<file path="config.mk">
export PLATFORM = sky130hd
export DESIGN_NAME = sci_xcvr
export DESIGN_NICKNAME = d
export VERILOG_FILES = /design/src/rtl/sci_pkg.sv /design/src/rtl/sci_tick_gen.sv /design/src/rtl/sci_tx.sv /design/src/rtl/sci_rx.sv /design/src/rtl/sci_xcvr.sv
export SDC_FILE = /design/constraint.sdc
export NUM_CORES = 1
export LEC_CHECK = 0
export BUFFER_PORTS_ARGS = -buffer_cell sky130_fd_sc_hd__buf_4
export CAP_MARGIN = 15
export CORE_MARGIN = 8
export CORE_UTILIZATION = 58
export DETAILED_ROUTE_END_ITERATION = 16
export PLACE_DENSITY = 0.8
export REMOVE_ABC_BUFFERS = 1
export SYNTH_ARGS = -nofsm -noshare
export SYNTH_HDL_FRONTEND = slang
export SYNTH_SLANG_ARGS = --single-unit
</file>
<file path="constraint.sdc">
create_clock -name clk -period 2.1 [get_ports clk]
set_clock_uncertainty 0.05 [all_clocks]
set_input_delay 0.21 -clock clk [delete_from_list [all_inputs] [get_ports clk]]
set_output_delay 0.21 -clock clk [all_outputs]
set_load 0.02 [all_outputs]
</file>
<file path="src/rtl/sci_pkg.sv">
// Shared constants and helpers for the serial transceiver.
// Assumes a 9-bit character container; bit 8 is used only in 9-bit mode.
package sci_pkg;
    localparam int CTL_LOOP  = 7;
    localparam int CTL_SRC   = 5;
    localparam int CTL_NINE  = 4;
    localparam int CTL_ILT   = 2;
    localparam int CTL_PEN   = 1;
    localparam int CTL_PODD  = 0;
    localparam logic [7:0] CTL_MASK = 8'hB7;

    typedef enum logic [1:0] {RX_IDLE, RX_START, RX_DATA} rx_state_t;

    // Build the character to send, replacing the top bit with parity when enabled.
    function automatic logic [8:0] apply_parity(input logic [8:0] d, input logic nine,
                                                input logic pen, input logic podd);
        logic [8:0] c;
        c = nine ? d : {1'b0, d[7:0]};
        if (pen) begin
            if (nine) c[8] = (^c[7:0]) ^ podd;
            else      c[7] = (^c[6:0]) ^ podd;
        end
        return c;
    endfunction

    // True when a received character fails the selected parity type.
    function automatic logic parity_bad(input logic [8:0] c, input logic nine,
                                        input logic podd);
        return (nine ? (^c[8:0]) : (^c[7:0])) ^ podd;
    endfunction
endpackage

</file>
<file path="src/rtl/sci_tick_gen.sv">
// Free-running divider that emits a one-clock tick every DIV clocks.
// Assumes DIV >= 2.
module sci_tick_gen #(
    parameter int DIV = 8
) (
    input  logic clk,
    input  logic rst_n,
    output logic tick
);
    localparam int W = $clog2(DIV);
    logic [W-1:0] cnt_q;

    assign tick = (cnt_q == W'(DIV - 1));

    // Count clocks and wrap at the divide value.
    always_ff @(posedge clk) begin
        if (!rst_n)    cnt_q <= '0;
        else if (tick) cnt_q <= '0;
        else           cnt_q <= cnt_q + 1'b1;
    end
endmodule

</file>
<file path="src/rtl/sci_tx.sv">
// Frame transmitter: start, 8 or 9 character bits LSB first, stop.
// Bit timing is counted from the accepting clock; format is latched at start.
module sci_tx
    import sci_pkg::*;
#(
    parameter int BIT_CLKS = 128
) (
    input  logic       clk,
    input  logic       rst_n,
    input  logic       start,
    input  logic [8:0] data,
    input  logic       nine,
    input  logic       pen,
    input  logic       podd,
    output logic       busy,
    output logic       line
);
    localparam int CW = $clog2(BIT_CLKS);

    logic          busy_q;
    logic [10:0]   sh_q;
    logic [CW-1:0] cnt_q;
    logic [3:0]    idx_q;
    logic [3:0]    last_q;
    logic [8:0]    chr;
    logic [10:0]   frame_d;

    // Assemble the outgoing frame from the character and current format.
    always_comb begin
        chr     = apply_parity(data, nine, pen, podd);
        frame_d = nine ? {1'b1, chr, 1'b0} : {2'b11, chr[7:0], 1'b0};
    end

    // Accept a character when free, then step through bits on bit-time boundaries.
    always_ff @(posedge clk) begin
        if (!rst_n) begin
            busy_q <= 1'b0;
            sh_q   <= '1;
            cnt_q  <= '0;
            idx_q  <= '0;
            last_q <= '0;
        end else if (!busy_q) begin
            if (start) begin
                busy_q <= 1'b1;
                sh_q   <= frame_d;
                cnt_q  <= '0;
                idx_q  <= '0;
                last_q <= nine ? 4'd10 : 4'd9;
            end
        end else if (cnt_q == CW'(BIT_CLKS - 1)) begin
            cnt_q <= '0;
            if (idx_q == last_q) begin
                busy_q <= 1'b0;
            end else begin
                idx_q <= idx_q + 1'b1;
                sh_q  <= {1'b1, sh_q[10:1]};
            end
        end else begin
            cnt_q <= cnt_q + 1'b1;
        end
    end

    assign busy = busy_q;
    assign line = busy_q ? sh_q[0] : 1'b1;
endmodule

</file>
<file path="src/rtl/sci_rx.sv">
// Oversampling receiver with parity check and idle-line detection.
// Assumes a synchronised input line and a tick at OVS times the bit rate.
module sci_rx
    import sci_pkg::*;
#(
    parameter int OVS = 16
) (
    input  logic       clk,
    input  logic       rst_n,
    input  logic       tick,
    input  logic       line,
    input  logic       nine,
    input  logic       pen,
    input  logic       podd,
    input  logic       ilt,
    input  logic       rd,
    output logic [8:0] data,
    output logic       valid,
    output logic       perr,
    output logic       idle
);
    localparam int TW = $clog2(OVS);
    localparam int IW = $clog2(11 * OVS + 1);
    localparam logic [TW-1:0] MID = TW'(OVS / 2 + 1);
    localparam logic [TW-1:0] S0  = TW'(OVS / 2 - 1);
    localparam logic [TW-1:0] S1  = TW'(OVS / 2);

    rx_state_t     state_q;
    logic [TW-1:0] tcnt_q;
    logic [3:0]    bidx_q;
    logic [8:0]    shb_q;
    logic [1:0]    samp_q;
    logic          vote;
    logic          done;
    logic [8:0]    chr;
    logic [IW-1:0] icnt_q;
    logic [IW-1:0] thr;
    logic          armed_q;

    assign vote = (samp_q[0] & samp_q[1]) | (samp_q[0] & line) | (samp_q[1] & line);
    assign done = tick && (state_q == RX_DATA) && (tcnt_q == MID) &&
                  (bidx_q == (nine ? 4'd9 : 4'd8));
    assign chr  = nine ? shb_q : {1'b0, shb_q[8:1]};
    assign thr  = nine ? IW'(11 * OVS) : IW'(10 * OVS);

    // Frame sequencer: start qualification, majority sampling, bit shifting.
    always_ff @(posedge clk) begin
        if (!rst_n) begin
            state_q <= RX_IDLE;
            tcnt_q  <= '0;
            bidx_q  <= '0;
            shb_q   <= '0;
            samp_q  <= 2'b11;
        end else if (tick) begin
            if (state_q == RX_IDLE) begin
                if (!line) begin
                    state_q <= RX_START;
                    tcnt_q  <= '0;
                end
            end else begin
                tcnt_q <= (tcnt_q == TW'(OVS - 1)) ? '0 : tcnt_q + 1'b1;
                if (tcnt_q == S0) samp_q[0] <= line;
                if (tcnt_q == S1) samp_q[1] <= line;
                if (tcnt_q == MID) begin
                    if (state_q == RX_START) begin
                        state_q <= vote ? RX_IDLE : RX_DATA;
                        bidx_q  <= '0;
                    end else if (done) begin
                        state_q <= RX_IDLE;
                    end else begin
                        shb_q  <= {vote, shb_q[8:1]};
                        bidx_q <= bidx_q + 1'b1;
                    end
                end
            end
        end
    end

    // Hold the received character and its flags until acknowledged.
    always_ff @(posedge clk) begin
        if (!rst_n) begin
            data  <= '0;
            valid <= 1'b0;
            perr  <= 1'b0;
        end else if (done) begin
            data  <= chr;
            valid <= 1'b1;
            perr  <= pen & parity_bad(chr, nine, podd);
        end else if (rd) begin
            valid <= 1'b0;
            perr  <= 1'b0;
        end
    end

    // Count high ticks from the selected start point and raise idle once per period.
    always_ff @(posedge clk) begin
        if (!rst_n) begin
            icnt_q  <= '0;
            armed_q <= 1'b0;
            idle    <= 1'b0;
        end else begin
            if (tick) begin
                if (!line || (ilt && state_q != RX_IDLE)) icnt_q <= '0;
                else if (icnt_q < thr)                    icnt_q <= icnt_q + 1'b1;
            end
            if (done) begin
                armed_q <= 1'b1;
            end else if (armed_q && icnt_q >= thr) begin
                armed_q <= 1'b0;
                idle    <= 1'b1;
            end else if (rd) begin
                idle    <= 1'b0;
            end
        end
    end
endmodule

</file>
<file path="src/rtl/sci_xcvr.sv">
// Top of the serial transceiver: control register, receive-source routing,
// input synchroniser and the tick divider. Assumes the pin pad returns the
// resolved transmit-pin level on txd_i.
module sci_xcvr
    import sci_pkg::*;
#(
    parameter int CLK_DIV = 8,
    parameter int OVS     = 16
) (
    input  logic       clk,
    input  logic       rst_n,
    input  logic       reg_we,
    input  logic [7:0] reg_wdata,
    output logic [7:0] reg_rdata,
    input  logic       tx_we,
    input  logic [8:0] tx_data,
    output logic       tx_busy,
    output logic [8:0] rx_data,
    output logic       rx_valid,
    output logic       rx_perr,
    output logic       idle_flag,
    input  logic       rx_read,
    input  logic       rxd_i,
    input  logic       txd_i,
    output logic       txd_o,
    output logic       txd_oe
);
    localparam int BIT_CLKS = CLK_DIV * OVS;

    logic [7:0] ctl_q;
    logic [1:0] sync_q;
    logic       tick;
    logic       tx_line;
    logic       rx_src;
    logic       single;

    // Control register with reserved bits held at zero.
    always_ff @(posedge clk) begin
        if (!rst_n)      ctl_q <= '0;
        else if (reg_we) ctl_q <= reg_wdata & CTL_MASK;
    end

    assign single = ctl_q[CTL_LOOP] & ctl_q[CTL_SRC];
    assign rx_src = !ctl_q[CTL_LOOP] ? rxd_i : (ctl_q[CTL_SRC] ? txd_i : tx_line);

    // Two-stage synchroniser on the selected receive source.
    always_ff @(posedge clk) begin
        if (!rst_n) sync_q <= 2'b11;
        else        sync_q <= {sync_q[0], rx_src};
    end

    sci_tick_gen #(.DIV(CLK_DIV)) u_tick (
        .clk(clk), .rst_n(rst_n), .tick(tick)
    );

    sci_tx #(.BIT_CLKS(BIT_CLKS)) u_tx (
        .clk(clk), .rst_n(rst_n), .start(tx_we), .data(tx_data),
        .nine(ctl_q[CTL_NINE]), .pen(ctl_q[CTL_PEN]), .podd(ctl_q[CTL_PODD]),
        .busy(tx_busy), .line(tx_line)
    );

    sci_rx #(.OVS(OVS)) u_rx (
        .clk(clk), .rst_n(rst_n), .tick(tick), .line(sync_q[1]),
        .nine(ctl_q[CTL_NINE]), .pen(ctl_q[CTL_PEN]), .podd(ctl_q[CTL_PODD]),
        .ilt(ctl_q[CTL_ILT]), .rd(rx_read),
        .data(rx_data), .valid(rx_valid), .perr(rx_perr), .idle(idle_flag)
    );

    assign reg_rdata = ctl_q;
    assign txd_o     = tx_line;
    assign txd_oe    = !single | tx_busy;
endmodule

</file>
======== Word-level counts from Yosys, hierarchy flattened ========
Cells that the tools add are included.
storage, ports and cells
  latch bits .............................. 0
  bits in registers ....................... 80
  bits in writable memories ............... 0
  word-level logic and storage cells ...... 137
  input bits .............................. 24
  bits in read-only memories .............. 0
  memories ................................ 0
  output and inout bits ................... 23
operators by class
  shifts and indexed selects .............. 0
  bitwise gates (word level) .............. 16
  add/subtract/negate cells ............... 6
  magnitude comparators ................... 2
  reductions and logical operators ........ 32
  muxes and demuxes ....................... 47
  equality and inequality tests ........... 14
  divide/modulo/power cells ............... 0
  $mul .................................... 0
operators by type and width
  kind                                          count
  2-to-1 mux 11 bit                             4
  2-to-1 mux 4 bit                              9
  2-to-1 mux 7 bit                              3
  2-to-1 mux 9 bit                              2
  2-to-1 mux 1 bit                              17
  2-to-1 mux 2 bit                              8
  2-to-1 mux 8 bit                              2
  parity 8 bit                                  2
  nonzero test 2 bit                            7
  adder 4 x 1 -> 4 bit, second input constant   3
  == test 4 bit, second input constant          3
  2-to-1 mux 10 bit                             1
  AND reduction 3 bit                           3
  parity 9 bit                                  1
  adder 8 x 1 -> 8 bit, second input constant   1
  == test 4 bit                                 2
  greater-or-equal comparator 8 bit             1
  less-than comparator 8 bit                    1
  inequality test 2 bit, second input constant  4
  AND reduction 2 bit                           4
  AND reduction 4 bit                           2
  adder 7 x 1 -> 7 bit, second input constant   1
  == test 7 bit, second input constant          1
  parity 7 bit                                  1
  other kinds (17)                              34

======== Longest topological paths before layout ========
Gate-level depths: netlist of run 1.
  depth in word-level cells ............... 8
  gate-level depth with buffers ........... 9
  gate-level depth less buffers ........... 7

======== Modules after synthesis ========
A second synthesis of run 1 with hierarchy kept.
second synthesis, totals
  cell total of the unflattened synthesis .. 408
  area, all modules ....................... 3858.7 um^2
by module, submodules not included
  module        instances  cells an instance  area an instance (um^2)
  sci_rx        1          228                2135.8
  sci_tx        1          143                1282.5
  sci_xcvr      1          29                 325.3
  sci_tick_gen  1          8                  115.1

======== Least setup slack after synthesis of run 1 ========
OpenSTA, ideal clock, no wires.
  path kind ............................... register to register
  from .................................... register u_tick.cnt_q[0]
  to ...................................... register u_rx.shb_q[8]
  arrival ................................. 1.768 ns
  cell stages (with the launch flop) ...... 10
  required time ........................... 1.934 ns
  path slack .............................. 0.166 ns
  setup time .............................. 0.116 ns
  buffers on the path ..................... 2
  path through ............................ dfxtp_1 -> ha_1 -> ha_1 -> clkbuf_8 -> nand4b_4 -> a311o_2 -> nor2_4 -> buf_12 -> mux2i_1 -> nor2b_1
between the ends
  cells in the longest elaborated chain, start to end .. 6
ends and longest elaborated chain
  item                                    RTL line            RTL
  start: declaration                      sci_tick_gen.sv:11  logic [W-1:0] cnt_q;
  start signal: assignment                sci_tick_gen.sv:19  else cnt_q <= cnt_q + 1'b1;
  == test 3 bit *                         sci_tick_gen.sv:13  assign tick = (cnt_q == W'(DIV - 1));
  logical AND 1 bit (3 in a row)          sci_rx.sv:41        assign done = tick && (state_q == RX_DATA) && (tcnt_q == MID) &&
  inverter 1 bit (no source line)         n/a
  AND reduction 5 bit (no source line) *  n/a
  end signal: assignment                  sci_rx.sv:71        shb_q <= {vote, shb_q[8:1]};
  end: declaration                        sci_rx.sv:31        logic [8:0] shb_q;
Mark *: on every way between the ends. The rest lies on a longest branch, timed or not.
A chain may end at the register's enable or synchronous reset.

======== Worst setup path after layout of run 1 ========
  from .................................... register u_tick.cnt_q[0]
  to ...................................... register u_rx.shb_q[1]
The elaborated chain is that of the path after synthesis.

==> results of run 1 <==
## how the worst min path moves through the flow
stage	start	slack, ns	cells past startpoint	to
2_1_floorplan	rst_n	0.22	1	sync_q[0]$_SDFF_PN1_
3_3_place_gp	sync_q[0]$_SDFF_PN1_	0.34	1	sync_q[1]$_SDFF_PN1_
3_5_place_dp	sync_q[0]$_SDFF_PN1_	0.35	1	sync_q[1]$_SDFF_PN1_
4_1_cts	rxd_i	0.05	3	sync_q[0]$_SDFF_PN1_
5_1_grt	rxd_i	0.06	3	sync_q[0]$_SDFF_PN1_
6_report	rxd_i	0.06	3	sync_q[0]$_SDFF_PN1_
## layout make-up
class	instances	area [um^2]
fill	515	2220
multi-input combinational	302	2130
sequential	78	1560
clock inverter	5	50.0
tap	80	100
inverter	10	37.5
timing repair buffer	55	413
clock buffer	10	138
## cells in the final DEF, fill, tap and decap left out, drive strengths merged, types with 3 or more instances in the layout
cell,Yosys,final
nand3,15,15
and3,3,3
buf,16,55
nand4,7,7
xor2,11,11
nand4b,3,3
o211ai,7,7
nand2,39,39
nand2b,6,6
clkbuf,11,10
nor2,16,16
nor2b,32,32
xnor2,16,16
ha,11,11
o21ai,18,18
nor3,5,5
a21boi,8,8
a22oi,3,3
nor3b,6,6
a21oi,13,13
o211a,8,8
inv,10,10
nand3b,4,4
and2,8,8
mux2i,36,36
clkinv,0,4
dfxtp,78,78
## power groups by stage
stage / Clock [W] / Combinational, W / Sequential [W]
detailed placement: 0 / 0.000282 / 0.00158
CTS: 0.00111 / 0.000284 / 0.00154
global placement: 0 / 0.000276 / 0.00158
floorplan: 0 / 0.000151 / 0.00159
global route: 0.00116 / 0.000312 / 0.00155
finish: 0.00109 / 0.000281 / 0.00154
## stage by stage
step	instances	hold slack, ns	utilization [%]	total power (W)
floorplan	390	0.222	-	0.00174
global placement	523	0.344	63.6	0.00185
detailed placement	523	0.348	63.6	0.00186
CTS	538	0.0494	66.4	0.00294
global route	540	0.0647	66.6	0.00302
finish	540	0.0554	66.6	0.00291
## worst reg2reg max path: stages (launching register included)
cell	delay, ns
dfxtp_1	0.34
ha_1	0.15
ha_1	0.21
nand4b_4	0.12
a311o_2	0.44
nor2_4	0.14
buf_4	0.18
mux2i_1	0.21
nor2b_1	0.06
## flip-flops by register name, indices dropped and copies added, names as in the netlist, 3 cells and up
name and flops:
reg_rdata 6, u_rx.bidx_q 4, u_rx.data 9, u_rx.icnt_q 8, u_rx.shb_q 9, u_rx.tcnt_q 4
u_tick.cnt_q 3, u_tx.cnt_q 7, u_tx.idx_q 4, u_tx.last_q 3, u_tx.sh_q 10
## metal layers
metal / up-vias / part of all wire [%]
met3: 13 / 3.8
met2: 53 / 47
li1: 1525 / -
met4: 0 / 2.1
met5: - / 0
met1: 1379 / 47
## cell families (layout without fill, tap and decap cells)
group,count (synthesis),in the layout,synth area share [%]
fa+ha+maj,12,12,3.79
mux,36,36,9.25
other cells,1,2,0.0963
compound gates,73,73,13.1
simple gates,151,151,21.6
buf+inv,37,80,5.37
xor+xnor,28,28,6.68
flops,78,78,40.1
## what timing repair did
action	4_1_cts	5_1_grt
endpoints found under the setup margin	0	16
buffers inserted	0	2
gates resized for setup	0	1
==> flow_summary.json, run 1 <==
{
  "status": "finished, final reports clean",
  "cts.clk_slew.worst_paths_ns": 0.08,
  "die-area_um2": 9590,
  "met3_usage_pct": 3.27,
  "critPathCapture": "u_rx.shb_q[1]$_SDFFE_PN0P_",
  "drive_above_1_share_pct": 17.2,
  "htree_levels": 3,
  "netlist.area_leader.share_pct": 40.1,
  "cts.sinks": 78,
  "placed_area_um2": 4220,
  "peakVddDrop_v": 0.000549,
  "synth_area_leader_cell": "dfxtp_1",
  "vias_per_cell": 5.50,
  "slew_viol_final": 0,
  "r2r_end": "u_rx.shb_q[1]$_SDFFE_PN0P_",
  "drt_pass1_iterations": 4,
  "crit_path_cell_trace": "ha_1 -> ha_1 -> nand4b_4 -> a311o_2 -> nor2_4 -> buf_4 -> mux2i_1 -> nor2b_1",
  "diodes": 0,
  "hold_violations": 0,
  "cp_top_family": "compound AO/OA/AOI/OAI gates",
  "start_util_pct": 58.6,
  "syn_area_um2": 3890,
  "dp_hpwl_um": 5380,
  "period_share_pct": 95.7,
  "synthCells": 416,
  "yosysMostFrequentCell": "dfxtp_1",
  "regToRegSetupSlack_ns": 0.09,
  "async_flop_share_pct": 0,
  "max_stage_delay_ns": 0.44,
  "numCtsBuffers": 9,
  "grt_antenna_before_repair": 0,
  "syn_area_per_cell_um2": 9.36,
  "rr_startpoint": "u_tick.cnt_q[0]$_SDFF_PP0_",
  "synth.area.top_cells": "dfxtp_1 (40%), mux2i_1 (9.3%), nor2b_1 (5.1%), nand2_1 (3.8%), xnor2_1 (3.6%)",
  "final_nets": 491,
  "max_freq_mhz": 498,
  "synth_cell_types": 60,
  "crit_path_max_fanout": 7,
  "ys.flop_type": "dfxtp_1",
  "vias": 2970,
  "met1_usage_pct": 20.0,
  "dieHeight_um": 97.9,
  "antenna_left": 0,
  "setup_viol": 0,
  "seq_area_frac_synth_pct": 40.1,
  "syn2layout_area_growth_pct": 13.7,
  "fin_crit_ns": 2.01,
  "drc": 0,
  "wl_per_cell_um": 14.0,
  "std_cell_rows": 30,
  "cpMostUsedCell": "ha_1",
  "setup-tns-final_ns": 0,
  "power.density_nw_per_um2": 658,
  "pin_count": 47,
  "r2r_cells": 8,
  "grt_pass1_wl_um": 12900,
  "yosysWarnings": 0,
  "critPathSlowestCell": "a311o_2",
  "clock_power_share_pct": 37.4,
  "clock_path_buffers": 2,
  "drv_cap": 0,
  "startpoint_type": "flop",
  "fin_area_um2": 4430,
  "place_congestion": 0.818,
  "synth_edf_count": 0,
  "crit_start": "u_tick.cnt_q[0]$_SDFF_PP0_",
  "global_route.usage.met2_pct": 26.0,
  "worstSetupPathType": "flop to flop",
  "clockRootBuffer": "clkbuf_8",
  "grt-ovfl-total": 0,
  "hold_path_class": "input port to flop",
  "first_global_vias": 2860,
  "drt_wl_total_um": 7530,
  "path_buf_inv": 1,
  "critPathRequiredTime_ns": 2.28,
  "leakage_nw": 1.87,
  "grt_max_degree": 54,
  "synth.top_cells.by_count": "dfxtp_1 (78), nand2_1 (39), mux2i_1 (36), nor2b_1 (32), o21ai_0 (17)",
  "grt_busiest_layer": "met2",
  "worstSetupEndpointType": "flop",
  "power_frac_comb_pct": 9.7,
  "cts_hold_buf": 0,
  "power_switching_w": 0.000690,
  "p_int_w": 0.00222,
  "portBuffers": 42,
  "fin_ws_ns": 0.0906,
  "ys_ff_latch": 78,
  "cp.depth": 8,
  "track_usage_pct": 16.1,
  "die_width_um": 97.9,
  "initialDrtViolationCount": 143,
  "pre_cts_ws_ns": 0.0350,
  "p_seq_share_pct": 53.0,
  "cts_tree": "built",
  "core_um2": 6640,
  "insertion_delay_ns": 0.34,
  "p_sw_share_pct": 23.7,
  "worstPathArrival_ns": 2.19
}
(Power assumes the default switching activity.)
==> run 2: changes to the inputs <==
--- a/config.mk
+++ b/config.mk
@@ -10,6 +10,7 @@
 export CORE_MARGIN = 8
 export CORE_UTILIZATION = 58
 export DETAILED_ROUTE_END_ITERATION = 16
+export MAX_ROUTING_LAYER = met4
 export PLACE_DENSITY = 0.8
 export REMOVE_ABC_BUFFERS = 1
 export SYNTH_ARGS = -nofsm -noshare
==> run 2 against run 1 <==
Via count is 0.10% higher. Maximum frequency is essentially flat. Clock-buffer cell count is the same. Combinational power hardly changed. Cell count stayed put. Utilization did not move. Worst hold slack about the same. Non-clock buffer count stayed put. Total power about the same. Die area is the same. Critical endpoint unchanged. Setup slack about the same.
==> flow_summary.json, run 2 (synthesis results as in run 1) <==
{
  "status": "finished, final reports clean",
  "slew_viol_final": 0,
  "startpoint_type": "flop",
  "dieHeight_um": 97.9,
  "clockRootBuffer": "clkbuf_8",
  "largest_register_ffs": 10,
  "drv_cap": 0,
  "fin_crit_ns": 2.01,
  "wl_per_cell_um": 13.9,
  "clock_power_share_pct": 37.4,
  "die-area_um2": 9590,
  "diodes": 0,
  "top_regs": "u_tx.sh_q: 10 flops, u_rx.data: 9 flops, u_rx.shb_q: 9 flops",
  "numCtsBuffers": 9,
  "track_usage_pct": 16.6,
  "pre_cts_ws_ns": 0.0350,
  "power_switching_w": 0.000690,
  "power_frac_comb_pct": 9.7,
  "start_util_pct": 58.6,
  "hold_path_class": "input port to flop",
  "pin_count": 47,
  "layout_commonest_cell": "dfxtp_1",
  "final_nets": 491,
  "p_seq_share_pct": 52.9,
  "dp_hpwl_um": 5380,
  "met1_usage_pct": 20.3,
  "hold_depth": 3,
  "die_width_um": 97.9,
  "leakage_nw": 1.87,
  "critPathRequiredTime_ns": 2.28,
  "p_int_w": 0.00222,
  "initialDrtViolationCount": 132,
  "drc": 0,
  "grt_antenna_before_repair": 0,
  "first_global_vias": 2856,
  "met3_usage_pct": 3.06,
  "antenna_left": 0,
  "drive_above_1_share_pct": 17.2,
  "grt_pass1_wl_um": 13000,
  "clock_path_buffers": 2,
  "worstSetupEndpointType": "flop",
  "peakVddDrop_v": 0.000549,
  "mostFrequentLayoutCells": "dfxtp_1 (78), buf_4 (55), nand2_1 (39)",
  "htree_levels": 3,
  "period_share_pct": 95.7,
  "power.density_nw_per_um2": 658,
  "crit_path_max_fanout": 7,
  "placed_area_um2": 4220,
  "regMostFlops": "u_tx.sh_q",
  "holdWs_ns": 0.0551,
  "fin_ws_ns": 0.0906,
  "grt_max_degree": 54,
  "std_cell_rows": 30,
  "grt-ovfl-total": 0,
  "cts_tree": "built",
  "fin_area_um2": 4430,
  "vias_per_cell": 5.51,
  "max_freq_mhz": 498,
  "global_route.usage.met2_pct": 25.9,
  "setup_viol": 0,
  "cts.sinks": 78,
  "drt_wl_total_um": 7530,
  "insertion_delay_ns": 0.34,
  "setup-tns-final_ns": 0,
  "portBuffers": 42,
  "worstSetupPathType": "flop to flop",
  "p_sw_share_pct": 23.7,
  "place_congestion": 0.830,
  "core_um2": 6640,
  "vias": 2973,
  "drt_pass1_iterations": 4,
  "cts.clk_slew.worst_paths_ns": 0.08,
  "r2r_cells": 8,
  "grt_busiest_layer": "met2",
  "syn2layout_area_growth_pct": 13.7,
  "final_core_util_pct": 66.6,
  "worstPathArrival_ns": 2.19,
  "hold_violations": 0
}
-- run 2: cell counts in the layout (fill, tap and decap cells not counted) --
No cell type changed its count.
-- run 2: area by class of cell --
| class | instances | area [um^2] |
|---|---|---|
| Inverter | 10 | 37.5 |
| Tap cell | 80 | 100 |
| Clock inverter | 5 | 50.0 |
| Clock buffer | 10 | 138 |
| Sequential cell | 78 | 1560 |
| Multi-Input combinational cell | 302 | 2130 |
| Fill cell | 515 | 2220 |
| Timing Repair Buffer | 55 | 413 |
-- run 2: worst paths after layout --
check,startpoint,end,slack (ns)
worst max register to register,u_tick.cnt_q[0]$_SDFF_PP0_,u_rx.shb_q[1]$_SDFFE_PN0P_,0.09
worst min-delay path,rxd_i,sync_q[0]$_SDFF_PN1_,0.06
worst max-delay path,u_tick.cnt_q[0]$_SDFF_PP0_,u_rx.shb_q[1]$_SDFFE_PN0P_,0.09
worst min register to register,sync_q[0]$_SDFF_PN1_,sync_q[1]$_SDFF_PN1_,0.37
-- run 2: critical path: stages (launching register included) --
cell and delay, ns:
dfxtp_1 0.34, ha_1 0.15, ha_1 0.21, nand4b_4 0.12, a311o_2 0.44, nor2_4 0.14, buf_4 0.18, mux2i_1 0.21
nor2b_1 0.06
-- run 2: metrics by stage --
stage          total power (W)  std cells
2_1_floorplan          0.00174        390
3_3_place_gp           0.00185        523
3_5_place_dp           0.00186        523
4_1_cts                0.00294        538
5_1_grt                0.00302        540
6_report               0.00291        540
-- run 2: what timing repair did --
item / 4_1_cts / 5_1_grt
hold buffers: 0 / 0
endpoints found under the setup margin: 0 / 16
gates resized for setup: 0 / 1
setup buffers: 0 / 2
-- run 2: power groups by stage --
stage               Combinational [W]  Clock, W  Sequential [W]
floorplan                    0.000151         0         0.00159
global placement             0.000276         0         0.00158
detailed placement           0.000282         0         0.00158
CTS                          0.000284   0.00111         0.00154
global route                 0.000312   0.00116         0.00155
finish                       0.000281   0.00109         0.00154
-- run 2: layer usage --
| layer | part of all wire, % | vias up |
|---|---|---|
| met5 | 0 | - |
| met4 | 2.1 | 0 |
| met3 | 3.5 | 13 |
| met2 | 47 | 53 |
| met1 | 48 | 1382 |
| li1 | - | 1525 |
==> run 3: changes to the inputs <==
--- a/config.mk
+++ b/config.mk
@@ -7,11 +7,13 @@
 export LEC_CHECK = 0
 export BUFFER_PORTS_ARGS = -buffer_cell sky130_fd_sc_hd__buf_4
 export CAP_MARGIN = 15
+export CELL_PAD_IN_SITES_DETAIL_PLACEMENT = 0
+export CELL_PAD_IN_SITES_GLOBAL_PLACEMENT = 1
 export CORE_MARGIN = 8
-export CORE_UTILIZATION = 58
+export CORE_UTILIZATION = 45
 export DETAILED_ROUTE_END_ITERATION = 16
 export MAX_ROUTING_LAYER = met4
-export PLACE_DENSITY = 0.8
+export PLACE_DENSITY_LB_ADDON = 0.1
 export REMOVE_ABC_BUFFERS = 1
 export SYNTH_ARGS = -nofsm -noshare
 export SYNTH_HDL_FRONTEND = slang
==> run 3 against run 2 <==
Maximum frequency rose by 2.3%. Largest power group unchanged. Cell count rose by 5.0%. Non-clock buffer count fell by 1. Die area rose by 24%.
==> flow_summary.json, run 3 (synthesis results as in run 1) <==
{
  "grt_antenna_before_repair": 0,
  "critPathRequiredTime_ns": 2.28,
  "insertion_delay_ns": 0.34,
  "dp.cells": 552,
  "startpoint_type": "flop",
  "final_nets": 490,
  "die_width_um": 109,
  "first_global_vias": 2851,
  "portBuffers": 42,
  "die-area_um2": 11900,
  "pin_count": 47,
  "r2r_cells": 8,
  "drt_pass1_iterations": 4,
  "placed_area_um2": 4280,
  "max_freq_mhz": 509,
  "status": "finished, final reports clean",
  "fin_area_um2": 4500,
  "syn2layout_area_growth_pct": 15.6,
  "htree_levels": 3,
  "initialDrtViolationCount": 94,
  "leakage_nw": 1.88,
  "setup_viol": 0,
  "worstSetupPathType": "flop to flop",
  "mostFrequentLayoutCells": "dfxtp_1 (78), buf_4 (53), nand2_1 (39)",
  "rsz0062_at_grt": "no",
  "grt_pass1_wl_um": 13100,
  "start_util_pct": 45.5,
  "final_core_util_pct": 52.6,
  "cp_top_family": "compound AO/OA/AOI/OAI gates",
  "drv_cap": 0,
  "drc": 0,
  "path_buf_inv": 1,
  "period_share_pct": 93.5,
  "drive_above_1_share_pct": 17.0,
  "regMostFlops": "u_tx.sh_q",
  "layout_commonest_cell": "dfxtp_1",
  "worstPathArrival_ns": 2.15,
  "cp.depth": 8,
  "hold_path_class": "input port to flop",
  "dp_hpwl_um": 5490,
  "clockRootBuffer": "clkbuf_8",
  "antenna_left": 0,
  "drt_wl_total_um": 7760,
  "power.density_nw_per_um2": 682,
  "dieHeight_um": 109,
  "slew_viol_final": 0,
  "wl_per_cell_um": 13.7,
  "numCtsBuffers": 9,
  "cts.sinks": 78,
  "grt-ovfl-total": 0,
  "peakVddDrop_v": 0.000318,
  "max_stage_delay_ns": 0.41,
  "std_cell_rows": 34,
  "worstSetupEndpointType": "flop",
  "cpMostUsedCell": "ha_1",
  "hold_depth": 3,
  "diodes": 0,
  "post_cts_resized": 0,
  "core_um2": 8550,
  "cts_tree": "built",
  "track_usage_pct": 14.0,
  "vias": 2962,
  "hold_violations": 0,
  "cts.clk_slew.worst_paths_ns": 0.08,
  "grt_max_degree": 41,
  "vias_per_cell": 5.22,
  "clock_path_buffers": 2,
  "setup-tns-final_ns": 0,
  "crit_path_max_fanout": 11,
  "critPathSlowestCell": "a311o_2",
  "place_congestion": 0.785,
  "crit_path_cell_trace": "ha_1 -> ha_1 -> nand4b_4 -> a311o_2 -> nor2_4 -> buf_12 -> mux2i_1 -> nor2b_1",
  "stdcell_count": 567,
  "largest_register_ffs": 10,
  "fin_crit_ns": 1.96,
  "top_regs": "u_tx.sh_q: 10 flops, u_rx.data: 9 flops, u_rx.shb_q: 9 flops"
}
-- run 3: cell count changes in the layout (fill, tap and decap cells not counted) --
cell	previous run	this run
clkbuf_8	10	11
buf_12	0	1
o21ai_1	2	1
buf_4	55	53
bufinv_16	1	2
clkinv_2	4	2
o21ai_0	16	17
-- run 3: per-stage QoR --
step	setup slack [ns]	hold WS [ns]	total power, W
6_report	0.137	0.0555	0.00307
5_1_grt	0.00544	0.0654	0.00321
3_5_place_dp	0.100	0.371	0.00186
3_3_place_gp	0.142	0.364	0.00186
2_1_floorplan	-0.330	0.222	0.00174
4_1_cts	0.0767	0.0383	0.00313
-- run 3: metal layers --
metal  routed length (um)  track usage (%)
met1                 4130             18.8
met2                 3310             20.3
met3                  232             2.48
met4                   84             6.16
met5                    0                -
-- run 3: power by group --
group	total (W)	internal, W	switching [W]	leakage, nW
sequential	0.00154	0.00152	0.0000269	0.634
clock	0.00125	0.000724	0.000522	0.115
combinational	0.000283	0.000142	0.000140	1.13
-- run 3: area by class of cell --
class | count | area, um^2
inverters | 10 | 37.5
repair buffers | 54 | 418
clock inverters | 4 | 70.1
clock buffers | 11 | 151
flip-flops and latches | 78 | 1560
fillers | 852 | 4050
well taps | 108 | 135
multi-input cells | 302 | 2130
-- run 3: final timing paths --
check | startpoint | to | slack (ns)
setup / recovery | u_tick.cnt_q[0]$_SDFF_PP0_ | u_rx.shb_q[4]$_SDFFE_PN0P_ | 0.14
hold / removal | rxd_i | sync_q[0]$_SDFF_PN1_ | 0.06
setup reg to reg | u_tick.cnt_q[0]$_SDFF_PP0_ | u_rx.shb_q[4]$_SDFFE_PN0P_ | 0.14
hold reg to reg | u_tick.cnt_q[0]$_SDFF_PP0_ | u_tick.cnt_q[0]$_SDFF_PP0_ | 0.38
-- run 3: worst min-delay path, cell delays in order --
cell and delay (ns):
buf_4 0.07, o21ai_0 0.07, nand2_1 0.06
-- run 3: timing repair --
action,in CTS,in global routing
setup endpoints to repair,0,4
buffers inserted,0,0
hold buffers,0,0
